==> config.mk <==
export PLATFORM = sky130hd
export DESIGN_NAME = radar_event_classifier
export DESIGN_NICKNAME = d
export VERILOG_FILES = /design/src/rtl/radar_pkg.sv /design/src/rtl/radar_payload_tracker.sv /design/src/rtl/radar_dur_pick.sv /design/src/rtl/radar_rssi_pick.sv /design/src/rtl/radar_event_classifier.sv
export SDC_FILE = /design/constraint.sdc
export NUM_CORES = 1
export LEC_CHECK = 0
export ABC_AREA = 1
export BUFFER_PORTS_ARGS = -buffer_cell sky130_fd_sc_hd__buf_2
export CORE_ASPECT_RATIO = 0.6
export CORE_UTILIZATION = 50
export DETAILED_ROUTE_END_ITERATION = 16
export PLACE_DENSITY = 0.78
export SLEW_MARGIN = 20
export SYNTH_ARGS = -nofsm -noshare
export SYNTH_HDL_FRONTEND = slang
export SYNTH_HIERARCHICAL = 1
export SYNTH_SLANG_ARGS = --single-unit
export TNS_END_PERCENT = 10
==> constraint.sdc <==
create_clock -name clk -period 4.3 [get_ports clk]
set_clock_uncertainty 0.2 [all_clocks]
set_input_delay 1.29 -clock clk [delete_from_list [all_inputs] [get_ports clk]]
set_output_delay 1.29 -clock clk [all_outputs]
set_load 0.005 [all_outputs]
==> src/rtl/radar_pkg.sv <==
package radar_pkg;
    localparam int TAIL_LEN = 3;
    localparam int CNT_W    = $clog2(TAIL_LEN + 1);

    typedef struct packed {
        logic dc;
        logic early;
        logic ext;
        logic pri;
    } evt_flags_t;

    function automatic logic [7:0] clamp_neg(input logic [7:0] v);
        return v[7] ? 8'd0 : v;
    endfunction
endpackage

==> src/rtl/radar_payload_tracker.sv <==
module radar_payload_tracker
    import radar_pkg::*;
#(
    parameter int BW = 8
) (
    input  logic             clk,
    input  logic             rst_n,
    input  logic [BW-1:0]    byte_data,
    input  logic             byte_valid,
    input  logic             byte_last,
    output logic [BW-1:0]    view_first,
    output logic [BW-1:0]    view_pri,
    output logic [BW-1:0]    view_ext,
    output logic [BW-1:0]    view_flag,
    output logic [CNT_W-1:0] view_cnt
);
    localparam logic [CNT_W-1:0] CNT_SAT = CNT_W'(TAIL_LEN);

    typedef struct packed {
        logic [BW-1:0]    first;
        logic [BW-1:0]    b0;
        logic [BW-1:0]    b1;
        logic [BW-1:0]    b2;
        logic [CNT_W-1:0] cnt;
    } trk_t;

    trk_t s, trk_d, trk_q;

    always_comb begin
        s = trk_q;
        if (byte_valid) begin
            if (trk_q.cnt == '0) s.first = byte_data;
            s.b0 = trk_q.b1;
            s.b1 = trk_q.b2;
            s.b2 = byte_data;
            if (trk_q.cnt != CNT_SAT) s.cnt = trk_q.cnt + 1'b1;
        end
        trk_d = s;
        if (byte_last) trk_d.cnt = '0;
    end

    always_ff @(posedge clk) begin
        if (!rst_n) trk_q <= '0;
        else        trk_q <= trk_d;
    end

    assign view_first = s.first;
    assign view_pri   = s.b0;
    assign view_ext   = s.b1;
    assign view_flag  = s.b2;
    assign view_cnt   = s.cnt;


    cnt_clear_chk: assert property (@(posedge clk) disable iff (!rst_n)
        byte_last |=> (trk_q.cnt == '0));


    cnt_step_chk: assert property (@(posedge clk) disable iff (!rst_n)
        (byte_valid && !byte_last && trk_q.cnt != CNT_SAT) |=> (trk_q.cnt == $past(trk_q.cnt) + 1'b1));
endmodule

==> src/rtl/radar_dur_pick.sv <==
module radar_dur_pick
    import radar_pkg::*;
#(
    parameter int BW = 8
) (
    input  logic             ext_mode,
    input  logic [CNT_W-1:0] cnt,
    input  logic [BW-1:0]    first,
    input  logic [BW-1:0]    pri_len,
    input  logic [BW-1:0]    ext_len,
    input  logic [BW-1:0]    flag,
    output logic [BW-1:0]    dur,
    output evt_flags_t       flags,
    output logic [1:0]       bw_bits,
    output logic             too_short,
    output logic             no_flag
);
    always_comb begin
        dur       = '0;
        flags     = '0;
        bw_bits   = 2'b00;
        too_short = 1'b0;
        no_flag   = 1'b0;
        if (ext_mode) begin
            too_short = (cnt < CNT_W'(TAIL_LEN));
            no_flag   = (flag == '0);
            bw_bits   = flag[1:0];
            if (flag[0] && flag[1]) begin
                flags.dc = 1'b1;
                if (ext_len > pri_len) begin
                    dur       = ext_len;
                    flags.ext = 1'b1;
                end else begin
                    dur       = pri_len;
                    flags.pri = 1'b1;
                end
            end else if (flag[2]) begin
                dur         = ext_len;
                flags.ext   = 1'b1;
                flags.early = 1'b1;
            end else if (flag[0]) begin
                dur       = pri_len;
                flags.pri = 1'b1;
            end else if (flag[1]) begin
                dur       = ext_len;
                flags.ext = 1'b1;
            end
        end else begin
            dur       = (cnt != '0) ? first : '0;
            flags.pri = 1'b1;
        end
    end
endmodule

==> src/rtl/radar_rssi_pick.sv <==
module radar_rssi_pick #(
    parameter int RW         = 8,
    parameter int PRI_MARGIN = 3,
    parameter int EXT_MARGIN = 12
) (
    input  logic          ext_mode,
    input  logic          enh_mode,
    input  logic [1:0]    bw_bits,
    input  logic [RW-1:0] base_rssi,
    input  logic [RW-1:0] ext_rssi,
    output logic [RW-1:0] rssi
);
    localparam int WW = RW + 1;
    localparam logic [WW-1:0] POS_LIMIT = WW'(1) << (RW - 1);

    logic [WW-1:0] base_w, ext_w;

    always_comb begin
        base_w = {1'b0, base_rssi};
        ext_w  = {1'b0, ext_rssi};
        rssi   = base_rssi;
        if (enh_mode) begin
            case (bw_bits)
                2'b00: rssi = '0;
                2'b01: if (ext_w >= base_w + WW'(PRI_MARGIN)) rssi = '0;
                2'b10: rssi = (base_w >= ext_w + WW'(EXT_MARGIN)) ? '0 : ext_rssi;
                default: if (base_w < ext_w) rssi = ext_rssi;
            endcase
        end else if (ext_mode) begin
            if (ext_w > base_w && ext_w < POS_LIMIT) rssi = ext_rssi;
        end
    end
endmodule

==> src/rtl/radar_event_classifier.sv <==
module radar_event_classifier
    import radar_pkg::*;
#(
    parameter int          BW            = 8,
    parameter int          TSW           = 64,
    parameter logic [7:0]  ERR_RADAR     = 8'd5,
    parameter logic [7:0]  ERR_FALSE_EXT = 8'd24
) (
    input  logic           clk,
    input  logic           rst_n,
    input  logic           cfg_ext_mode,
    input  logic           cfg_enh_mode,
    input  logic           cfg_comb_rssi,
    input  logic [7:0]     err_code,
    input  logic [BW-1:0]  rssi_comb,
    input  logic [BW-1:0]  rssi_ctl,
    input  logic [BW-1:0]  rssi_ext,
    input  logic [TSW-1:0] ts_in,
    input  logic [BW-1:0]  byte_data,
    input  logic           byte_valid,
    input  logic           byte_last,
    output logic           evt_valid,
    output logic           evt_reject,
    output logic [TSW-1:0] evt_ts,
    output logic [BW-1:0]  evt_rssi,
    output logic [BW-1:0]  evt_dur,
    output logic [3:0]     evt_flags
);
    typedef struct packed {
        logic           valid;
        logic           reject;
        logic [TSW-1:0] ts;
        logic [BW-1:0]  rssi;
        logic [BW-1:0]  dur;
        evt_flags_t     flags;
    } out_t;

    logic [BW-1:0]    v_first, v_pri, v_ext, v_flag;
    logic [CNT_W-1:0] v_cnt;
    logic [BW-1:0]    sel_dur, sel_rssi, base_c, ext_c;
    evt_flags_t       sel_flags;
    logic [1:0]       bw_bits;
    logic             too_short, no_flag, type_ok, drop;
    out_t             out_d, out_q;

    radar_payload_tracker #(.BW(BW)) u_trk (
        .clk        (clk),
        .rst_n      (rst_n),
        .byte_data  (byte_data),
        .byte_valid (byte_valid),
        .byte_last  (byte_last),
        .view_first (v_first),
        .view_pri   (v_pri),
        .view_ext   (v_ext),
        .view_flag  (v_flag),
        .view_cnt   (v_cnt)
    );

    radar_dur_pick #(.BW(BW)) u_dur (
        .ext_mode  (cfg_ext_mode),
        .cnt       (v_cnt),
        .first     (v_first),
        .pri_len   (v_pri),
        .ext_len   (v_ext),
        .flag      (v_flag),
        .dur       (sel_dur),
        .flags     (sel_flags),
        .bw_bits   (bw_bits),
        .too_short (too_short),
        .no_flag   (no_flag)
    );

    assign base_c = clamp_neg(cfg_comb_rssi ? rssi_comb : rssi_ctl);
    assign ext_c  = clamp_neg(rssi_ext);

    radar_rssi_pick #(.RW(BW)) u_rssi (
        .ext_mode  (cfg_ext_mode),
        .enh_mode  (cfg_enh_mode),
        .bw_bits   (bw_bits),
        .base_rssi (base_c),
        .ext_rssi  (ext_c),
        .rssi      (sel_rssi)
    );

    assign type_ok = (err_code == ERR_RADAR) || (err_code == ERR_FALSE_EXT);

    always_comb begin
        drop = !type_ok;
        if (cfg_ext_mode) drop = drop || too_short || no_flag;
        else              drop = drop || (sel_dur == '0 && base_c == '0);

        out_d        = out_q;
        out_d.valid  = 1'b0;
        out_d.reject = 1'b0;
        if (byte_last) begin
            if (drop) begin
                out_d.reject = 1'b1;
            end else begin
                out_d.valid = 1'b1;
                out_d.ts    = ts_in;
                out_d.rssi  = sel_rssi;
                out_d.dur   = sel_dur;
                out_d.flags = sel_flags;
            end
        end
    end

    always_ff @(posedge clk) begin
        if (!rst_n) out_q <= '0;
        else        out_q <= out_d;
    end

    assign evt_valid  = out_q.valid;
    assign evt_reject = out_q.reject;
    assign evt_ts     = out_q.ts;
    assign evt_rssi   = out_q.rssi;
    assign evt_dur    = out_q.dur;
    assign evt_flags  = out_q.flags;


    reply_due_chk: assert property (@(posedge clk) disable iff (!rst_n)
        byte_last |=> (evt_valid ^ evt_reject));


    no_spurious_chk: assert property (@(posedge clk) disable iff (!rst_n)
        !byte_last |=> (!evt_valid && !evt_reject));


    bad_type_chk: assert property (@(posedge clk) disable iff (!rst_n)
        (byte_last && err_code != ERR_RADAR && err_code != ERR_FALSE_EXT) |=> evt_reject);


    one_channel_chk: assert property (@(posedge clk) disable iff (!rst_n)
        evt_valid |-> $onehot(evt_flags[1:0]));


    early_ext_chk: assert property (@(posedge clk) disable iff (!rst_n)
        (evt_valid && evt_flags[2]) |-> (evt_flags[1] && !evt_flags[3]));


    rssi_pos_chk: assert property (@(posedge clk) disable iff (!rst_n)
        evt_valid |-> !evt_rssi[BW-1]);


    single_flag_chk: assert property (@(posedge clk) disable iff (!rst_n)
        (byte_last && !cfg_ext_mode) |=> (!evt_valid || evt_flags == 4'b0001));
endmodule

==> flow_summary.yaml, run 1 <==
die:
  die_height_um: 102
  start_util_pct: 51.2
  dieWidth_um: 169
  coreArea_um2: 16300
  fp-row-count: 36
  ios: 197
  fp.dieArea_um2: 17200
placed_design:
  place.gp.congestion: 0.917
  portBuffers: 196
  post-dp-hpwl_um: 18200
yosys:
  ys_types: 41
  yosysSeqAreaShare_pct: 28.8
  synth_top_area_share_pct: 28.8
  synth_seq_cells: 120
  synth_edf_count: 0
  async_flop_share_pct: 0
  synth_flop_cell: "dfxtp_1"
  synth_area_leaders: "dfxtp_1, nand2_1, inv_1"
  ys_warn_count: 6
  synth_top_cell_by_area: "dfxtp_1"
  syn_area_per_cell_um2: 6.08
  synthCells: 1369
  syn_area_um2: 8330
setup_path:
  worstPathArrival_ps: 4190
  critPathCaptureType: "flop"
  crit_type: "in2reg"
  r2r_setup_slack_ps: 1180
  crit_required_ps: 4430
  worst-path-max-fanout: 19
  startpoint: "byte_valid"
  cp_slowest_cell: "ha_1"
  slowest_delay_ps: 320
  crit_top_cell: "nand2_1"
  startpoint_type: "input port"
  reg2reg_from: "u_trk/trk_q[9]"
  crit_chain: "clkbuf_4, inv_8, nand2_1, nand2_1, inv_1, ha_1, nand2_2, nor2_4, nand4_4, buf_4, nand3_1, nand3_1, a21oi_2, nor2_1, nand2_1, nor2_1, nand2_1, nor2_2, nand3_4, nand3_4, buf_12, nand2_2, inv_2, nor2_1"
global_routing:
  grt-ovfl-total: 0
  grt_pass1_vias: 7896
  grt_max_degree: 62
  grt_pass1_wl_um: 37900
  grt_usage_pct: 27.5
  grt_antenna_before_repair: 1
routing:
  drtIter0Drc: 716
  antenna_left: 0
  vias_per_cell: 4.75
  first_pass_iters: 5
  drt-wirelength-per-cell_um: 12.9
  routed_wl_um: 24000
  vias: 8825
  drc_errors: 0
final_layout:
  drive_above_1_share_pct: 26.0
  final_nets: 1759
  area_growth_pct: 26.0
  fillCellCount: 1531
sta:
  fin_crit_ps: 4060
  hold_viol: 0
  hold_slack_ps: 278
  worst_pin_slew_ps: 927
  finalSetupViolations: 0
  tns_ps: 0
  fmax_mhz: 246
  report.final.slew_viol_count: 0
  relSlewSlack_pct: 38.2
  rsz0062_at_grt: "yes"
  fin_crit_sh_pct: 94.4
cts:
  clock_latency_ps: 410
  htree_levels: 4
  cts_buffers: 17
  cts-hold-fix-buffers: 0
  cts_buffer_depth: 2
  cts_tree: "yes"
  cts_root_buffer: "clkbuf_16"
  cts_sinks: 120
  clkTransAtPathRegs_ps: 60
power:
  leakagePower_nw: 6.03
  powerDensity_nw_per_um2: 302
  peakVddDrop_v: 0.000270
outcome:
  outcome: "finished clean"
job:
  drv_cap: 0
worst_hold_path:
  worstHoldStart: "u_trk/trk_q[20]"
  hp-class: "reg2reg"
Yosys cell counts, types with 3 or more instances:
master,instances
xor2_1,10
ha_1,34
a21o_1,4
nand4_1,85
a21oi_1,47
inv_1,317
o21ai_0,5
dfxtp_1,120
nand2_4,4
o32ai_1,5
nor2_1,130
buf_6,11
o21ai_1,4
nand2_1,388
buf_2,10
nor3_1,3
inv_2,44
nand3_2,6
buf_1,3
nand3_1,39
buf_8,5
clkbuf_1,27
nand2_2,31
a21oi_2,8
nor2_2,7
registers in the layout (all words and copies together), names as in the netlist:
name	flops
evt_dur	8
evt_flags	4
evt_reject	1
evt_rssi	8
evt_ts	64
evt_valid	1
u_trk/trk_q	34
critical path: cells and delay by family:
| kind | cells | cell delay, ps |
|---|---|---|
| simple gates | 16 | 1470 |
| buf+inv | 6 | 930 |
| fa+ha+maj | 1 | 320 |
| compound gates | 1 | 170 |
cells in the final DEF, fill, tap and decap left out, types with 10 or more instances in the layout:
cell type	count
a21oi_1	46
buf_2	195
buf_4	77
clkbuf_16	17
conb_1	10
dfxtp_1	120
ha_1	34
inv_1	316
inv_2	45
nand2_1	387
nand2_2	32
nand3_1	39
nand4_1	85
nor2_1	128
xor2_1	10
final timing paths:
kind | end | depth (start not counted)
setup / recovery | evt_rssi[5] | 24
hold / removal | u_trk/trk_q[20] | 2
setup reg to reg | evt_rssi[5] | 21
hold reg to reg | u_trk/trk_q[20] | 2
kinds of logic (layout without fill, tap and decap cells):
kind of cell / after synthesis / after routing / share of synthesized area (%)
AOI/OAI and AO/OA: 77 / 77 / 5.48
adders and majority gates: 34 / 34 / 5.11
other: 1 / 11 / 0.0450
DFF: 120 / 120 / 28.8
and+or+nand+nor: 704 / 704 / 38.0
xor gates and xnor gates: 10 / 10 / 1.05
buffers and inverters: 423 / 672 / 21.5
through the flow:
| stage | area [µm²] | power (mW) | util (%) | std cells | setup WS (ps) |
|---|---|---|---|---|---|
| 2_1_floorplan | 8360 | 1.54 | - | 1378 | 187 |
| 3_3_place_gp | 9880 | 1.73 | 60.7 | 1822 | -42.8 |
| 3_5_place_dp | 9880 | 1.74 | 60.7 | 1822 | -183 |
| 4_1_cts | 10500 | 3.18 | 64.4 | 1854 | 168 |
| 5_1_grt | 10500 | 3.31 | 64.5 | 1855 | -0.829 |
| 6_report | 10500 | 3.17 | 64.5 | 1856 | 240 |
area by class of cell:
| cell class | count | area, µm² | share of cell area, % |
|---|---|---|---|
| multi-input cells | 835 | 4190 | 40.0 |
| flip-flops and latches | 120 | 2400 | 22.9 |
| repair buffers | 277 | 1640 | 15.6 |
| inverters | 363 | 1370 | 13.1 |
| clock buffers | 18 | 429 | 4.09 |
| well taps | 228 | 285 | 2.72 |
| clock inverters | 14 | 165 | 1.57 |
| diodes | 1 | 2.50 | 0.0238 |
metal layers:
metal,GRT usage [%],up-vias,wire [µm],part of all wire [%]
li1,-,4556,-,-
met1,39.1,3905,11900,49
met2,42.7,342,10100,42
met3,6.20,22,1890,7.8
met4,5.45,0,195,0.81
met5,0,-,0,0
report_power, final:
part / internal, mW / leakage [nW] / switching, mW
clock: 0.870 / 0.289 / 0.566
combinational: 0.228 / 4.77 / 0.361
sequential: 1.13 / 0.972 / 0.00989
repair_timing:
item / 4_1_cts / 5_1_grt
buffers inserted: 0 / 1
setup endpoints to repair: 0 / 86
gates resized for setup: 0 / 5
(Power assumes the default switching activity.)
==> inputs of run 2 (changes only) <==
==> constraint.sdc (replaced) <==
create_clock -name clk -period 4.3 [get_ports clk]
set_clock_uncertainty 0.2 [all_clocks]
set_input_delay 0.86 -clock clk [delete_from_list [all_inputs] [get_ports clk]]
set_output_delay 0.86 -clock clk [all_outputs]
set_load 0.005 [all_outputs]
==> run 2 against run 1 <==
Non-clock buffer count down 60. Die area unchanged. Critical path type unchanged. Core utilization down 2.6 points. Largest cell class unchanged. Critical path depth down 1.
==> flow_summary.yaml, run 2 (synthesized netlist as in run 1, its figures left out) <==
global_routing:
  grt_antenna_before_repair: 0
  grt_pass1_vias: 7512
  grt_pass1_wl_um: 37000
  grt-ovfl-total: 0
  grt_max_degree: 63
  grt_usage_pct: 27.0
die:
  start_util_pct: 51.2
  die_height_um: 102
  ios: 197
  fp-row-count: 36
  coreArea_um2: 16300
  dieWidth_um: 169
  fp.dieArea_um2: 17200
setup_path:
  crit_required_ps: 4400
  crit_end: "evt_ts[62]"
  r2r_setup_slack_ps: 1020
  worstRegToRegCells: 22
  slowest_delay_ps: 330
  worstPathArrival_ps: 3910
  critPathCaptureType: "flop"
  crit_chain: "buf_2, inv_8, nand2_1, nand2_1, ha_1, a21o_1, nor2_1, nand2_4, nand2_4, nand2_1, nand3_1, a21oi_2, nor2_1, nand2_1, nor2_1, nand2_1, nor2_2, nand3_4, nand3_4, buf_4, nand2_1, inv_1, nor2_1"
  cp_slowest_cell: "ha_1"
  crit_top_cell: "nand2_1"
  worst_r2r_endpoint: "evt_ts[62]"
  startpoint_type: "input port"
  worst-path-max-fanout: 21
  reg2reg_from: "u_trk/trk_q[17]"
  startpoint: "byte_valid"
  crit_type: "in2reg"
power:
  power.total_mw: 3.20
  clkPwrFrac_pct: 47.6
  netSwitchingPower_uw: 899
  power_frac_seq_pct: 35.7
  power.share.combinational_pct: 16.7
  swShare_pct: 28.1
  peakVddDrop_v: 0.000276
  power.internal_mw: 2.30
  leakagePower_nw: 5.76
  powerDensity_nw_per_um2: 318
routing:
  antenna_left: 0
  drtIter0Drc: 721
  drt-wirelength-per-cell_um: 12.9
  drc_errors: 0
  vias: 8479
  vias_per_cell: 4.72
  first_pass_iters: 5
  routed_wl_um: 23200
cts:
  cts-hold-fix-buffers: 0
  cts_resized: 0
  cts_tree: "yes"
  htree_levels: 4
  cts_buffer_depth: 2
  clock_latency_ps: 400
  cts_root_buffer: "clkbuf_16"
  cts_sinks: 120
  clkTransAtPathRegs_ps: 60
  postCtsSetupRepairBufs: 0
  cts_buffers: 17
sta:
  hold_slack_ps: 271
  worst_pin_slew_ps: 795
  fmax_mhz: 263
  finalSetupViolations: 0
  fin_crit_sh_pct: 88.5
  tns_ps: 0
  fin_crit_ps: 3810
  setup_ws_ps: 493
  relSlewSlack_pct: 47.0
  report.final.slew_viol_count: 0
  hold_viol: 0
  rsz0062_at_grt: "no"
placed_design:
  place_ws_ps: 180
  place.gp.congestion: 0.948
  portBuffers: 196
  post-dp-hpwl_um: 17100
final_layout:
  fillCellCount: 1557
  most-common-layout-cells: "nand2_1, inv_1, buf_2"
  area_growth_pct: 20.9
  final_nets: 1699
  drive_above_1_share_pct: 22.8
  mostFrequentLayoutCell: "nand2_1"
  diodes: 0
  largest_register_ffs: 64
outcome:
  outcome: "finished clean"
job:
  drv_cap: 0
worst_hold_path:
  hp-class: "reg2reg"
==> run 2: power groups by stage <==
stage | combinational, mW | sequential, mW | clock [mW]
after detailed placement | 0.521 | 1.17 | 0
after floorplan | 0.373 | 1.17 | 0
after global placement | 0.514 | 1.17 | 0
after CTS | 0.525 | 1.14 | 1.54
after global routing | 0.601 | 1.15 | 1.60
final | 0.535 | 1.14 | 1.52
==> run 2: how the worst min path moves through the flow <==
stage                                 end       startpoint  slack (ps)  cells past startpoint
after CTS                 u_trk/trk_q[19]  u_trk/trk_q[19]         270                      2
after detailed placement  u_trk/trk_q[18]  u_trk/trk_q[18]         270                      2
after floorplan           u_trk/trk_q[18]  u_trk/trk_q[18]         250                      2
after global placement    u_trk/trk_q[20]  u_trk/trk_q[20]         260                      2
final                     u_trk/trk_q[19]  u_trk/trk_q[19]         270                      2
after global routing      u_trk/trk_q[18]  u_trk/trk_q[18]         290                      2
==> run 2: area by class of cell <==
type | count | area [µm²] | area share [%]
Tap cell | 228 | 285 | 2.83
Timing Repair Buffer | 217 | 1190 | 11.8
Clock buffer | 19 | 433 | 4.30
Multi-Input combinational cell | 835 | 4190 | 41.6
Sequential cell | 120 | 2400 | 23.9
Inverter | 363 | 1370 | 13.6
Clock inverter | 13 | 198 | 1.96
==> run 2: stage by stage <==
step / cells / util [%] / cell area, µm²
final: 1795 / 61.9 / 10100
after floorplan: 1378 / - / 8360
after CTS: 1795 / 61.9 / 10100
after global placement: 1763 / 58.0 / 9430
after detailed placement: 1763 / 58.0 / 9430
after global routing: 1795 / 61.9 / 10100
==> run 2: metal layers <==
layer	wire (µm)	track usage (%)	vias to the layer above
li1	-	-	4433
met5	0	0	-
met1	11500	39.5	3686
met3	1930	5.96	16
met2	9550	40.6	344
met4	183	5.38	0
==> run 2: worst max-delay path, delay by kind of cell <==
family / cells / cell delay (ps)
AOI/OAI and AO/OA: 2 / 250
adders and majority gates: 1 / 330
buffers and inverters: 4 / 760
and+or+nand+nor: 16 / 1680
==> inputs of run 3 (changes only) <==
==> constraint.sdc (replaced) <==
create_clock -name clk -period 4.3 [get_ports clk]
set_clock_uncertainty 0.2 [all_clocks]
set_input_delay 0.43 -clock clk [delete_from_list [all_inputs] [get_ports clk]]
set_output_delay 0.43 -clock clk [all_outputs]
set_load 0.005 [all_outputs]
==> run 3 against run 2 <==
Global-route usage is 1.1 points lower. Register-to-register slack worse by 50 ps. Power is 4.0% lower. Critical path depth is 2 higher. Hold slack worse by 160 ps. Fmax is 5.1% higher. Combinational power is 1% lower. Critical path type unchanged. Count of clock-buffer cells in the layout stayed put. Sequential power hardly changed. Critical endpoint is now evt_ts[40]. First-iteration DRC count is 12% higher. Core utilization is 0.83 points lower.
==> flow_summary.yaml, run 3 (synthesized netlist as in run 1, its figures left out) <==
job:
  drv_cap: 0
power:
  powerDensity_nw_per_um2: 309
  leakagePower_nw: 5.69
  power.total_mw: 3.07
  peakVddDrop_v: 0.000258
routing:
  routed_wl_um: 22400
  first_pass_iters: 7
  drt-wirelength-per-cell_um: 12.5
  vias: 8412
  antenna_left: 0
  drtIter0Drc: 809
  drc_errors: 0
  vias_per_cell: 4.72
die:
  die_height_um: 102
  fp-row-count: 36
  coreArea_um2: 16300
  fp.dieArea_um2: 17200
  ios: 197
  start_util_pct: 51.2
  dieWidth_um: 169
setup_path:
  cp_slowest_cell: "buf_2"
  crit_type: "in2reg"
  crit_required_ps: 4410
  path_delay_family: "simple AND/OR/NAND/NOR gates"
  worstPathArrival_ps: 3730
  worst-path-max-fanout: 27
  slowest_delay_ps: 460
  crit_top_cell: "nand2_1"
  startpoint_type: "input port"
  crit_buf_inv: 5
  critPathCaptureType: "flop"
placed_design:
  post-dp-hpwl_um: 16400
  place_inst: 1751
  place.gp.congestion: 0.912
  portBuffers: 196
outcome:
  outcome: "finished clean"
sta:
  report.final.slew_viol_count: 0
  worst_pin_slew_ps: 1070
  fin_crit_ps: 3620
  rsz0062_at_grt: "no"
  fmax_mhz: 276
  tns_ps: 0
  finalSetupViolations: 0
  relSlewSlack_pct: 28.9
  fin_crit_sh_pct: 84.2
  hold_viol: 0
cts:
  clkTransAtPathRegs_ps: 60
  cts_root_buffer: "clkbuf_16"
  clock_latency_ps: 410
  cts_tree: "yes"
  cts-hold-fix-buffers: 0
  cts_buffer_depth: 2
  htree_levels: 4
  cts_sinks: 120
  cts_resized: 0
  postCtsSetupRepairBufs: 0
  cts_buffers: 17
global_routing:
  grt-ovfl-total: 0
  grt_antenna_before_repair: 0
  grt_pass1_vias: 7360
  grt_usage_pct: 25.9
  grt_pass1_wl_um: 35600
  grt_max_degree: 87
final_layout:
  mostFrequentLayoutCell: "nand2_1"
  drive_above_1_share_pct: 22.4
  largest_register_ffs: 64
  most-common-layout-cells: "nand2_1, inv_1, buf_2"
  final_nets: 1687
  area_growth_pct: 19.2
  layoutNonFillerInstCount: 1783
  diodes: 0
worst_hold_path:
  hp-class: "in2reg"
==> run 3: cell count changes in the layout (fill, tap and decap cells not counted), sizes merged <==
cell / delta
clkinvlp: -2
buf: -12
bufinv: -3
inv: +5
==> run 3: cell type report <==
cell class | instances | area, µm²
inverter | 363 | 1370
clock buffer | 19 | 453
multi-input combinational | 835 | 4190
fill | 1586 | 6330
sequential | 120 | 2400
timing repair buffer | 205 | 1100
clock inverter | 13 | 133
tap | 228 | 285
==> run 3: worst min-delay path, delay by kind of cell <==
family / cells / cell delay, ps
buf+inv: 1 / 110
simple gates: 1 / 70
compound gates: 1 / 70
==> run 3: path summary, 6_finish.rpt <==
path                         from              end  slack (ps)  depth (start not counted)
setup / recovery       byte_valid       evt_ts[40]         680                         25
hold / removal       byte_data[6]   u_trk/trk_q[8]         110                          3
setup reg to reg  u_trk/trk_q[16]       evt_ts[40]         970                         23
hold reg to reg   u_trk/trk_q[18]  u_trk/trk_q[18]         270                          2
==> run 3: metrics by stage <==
step | setup WS (ps) | hold slack [ps] | util (%) | instance area [µm²]
2_1_floorplan | 1050 | 246 | - | 8360
3_3_place_gp | 421 | 260 | 57.5 | 9340
3_5_place_dp | 306 | 263 | 57.5 | 9340
4_1_cts | 726 | 97.0 | 61.1 | 9930
5_1_grt | 362 | 132 | 61.1 | 9930
6_report | 679 | 111 | 61.1 | 9930
==> run 3: layer usage <==
| layer | vias to the layer above | GRT usage [%] | share of wire [%] |
|---|---|---|---|
| met3 | 28 | 4.34 | 7.5 |
| met1 | 3646 | 37.7 | 50 |
| met4 | 0 | 8.60 | 1.4 |
| met2 | 327 | 38.8 | 41 |
| met5 | - | 0 | 0 |
| li1 | 4411 | - | - |
==> run 3: power by group <==
group          leakage, nW  total [mW]  switching [mW]  internal, mW
Sequential           0.972        1.14          0.0109          1.13
Clock                0.287        1.40           0.559         0.841
Combinational         4.43       0.528           0.343         0.185
Total                 5.69        3.07           0.913          2.16
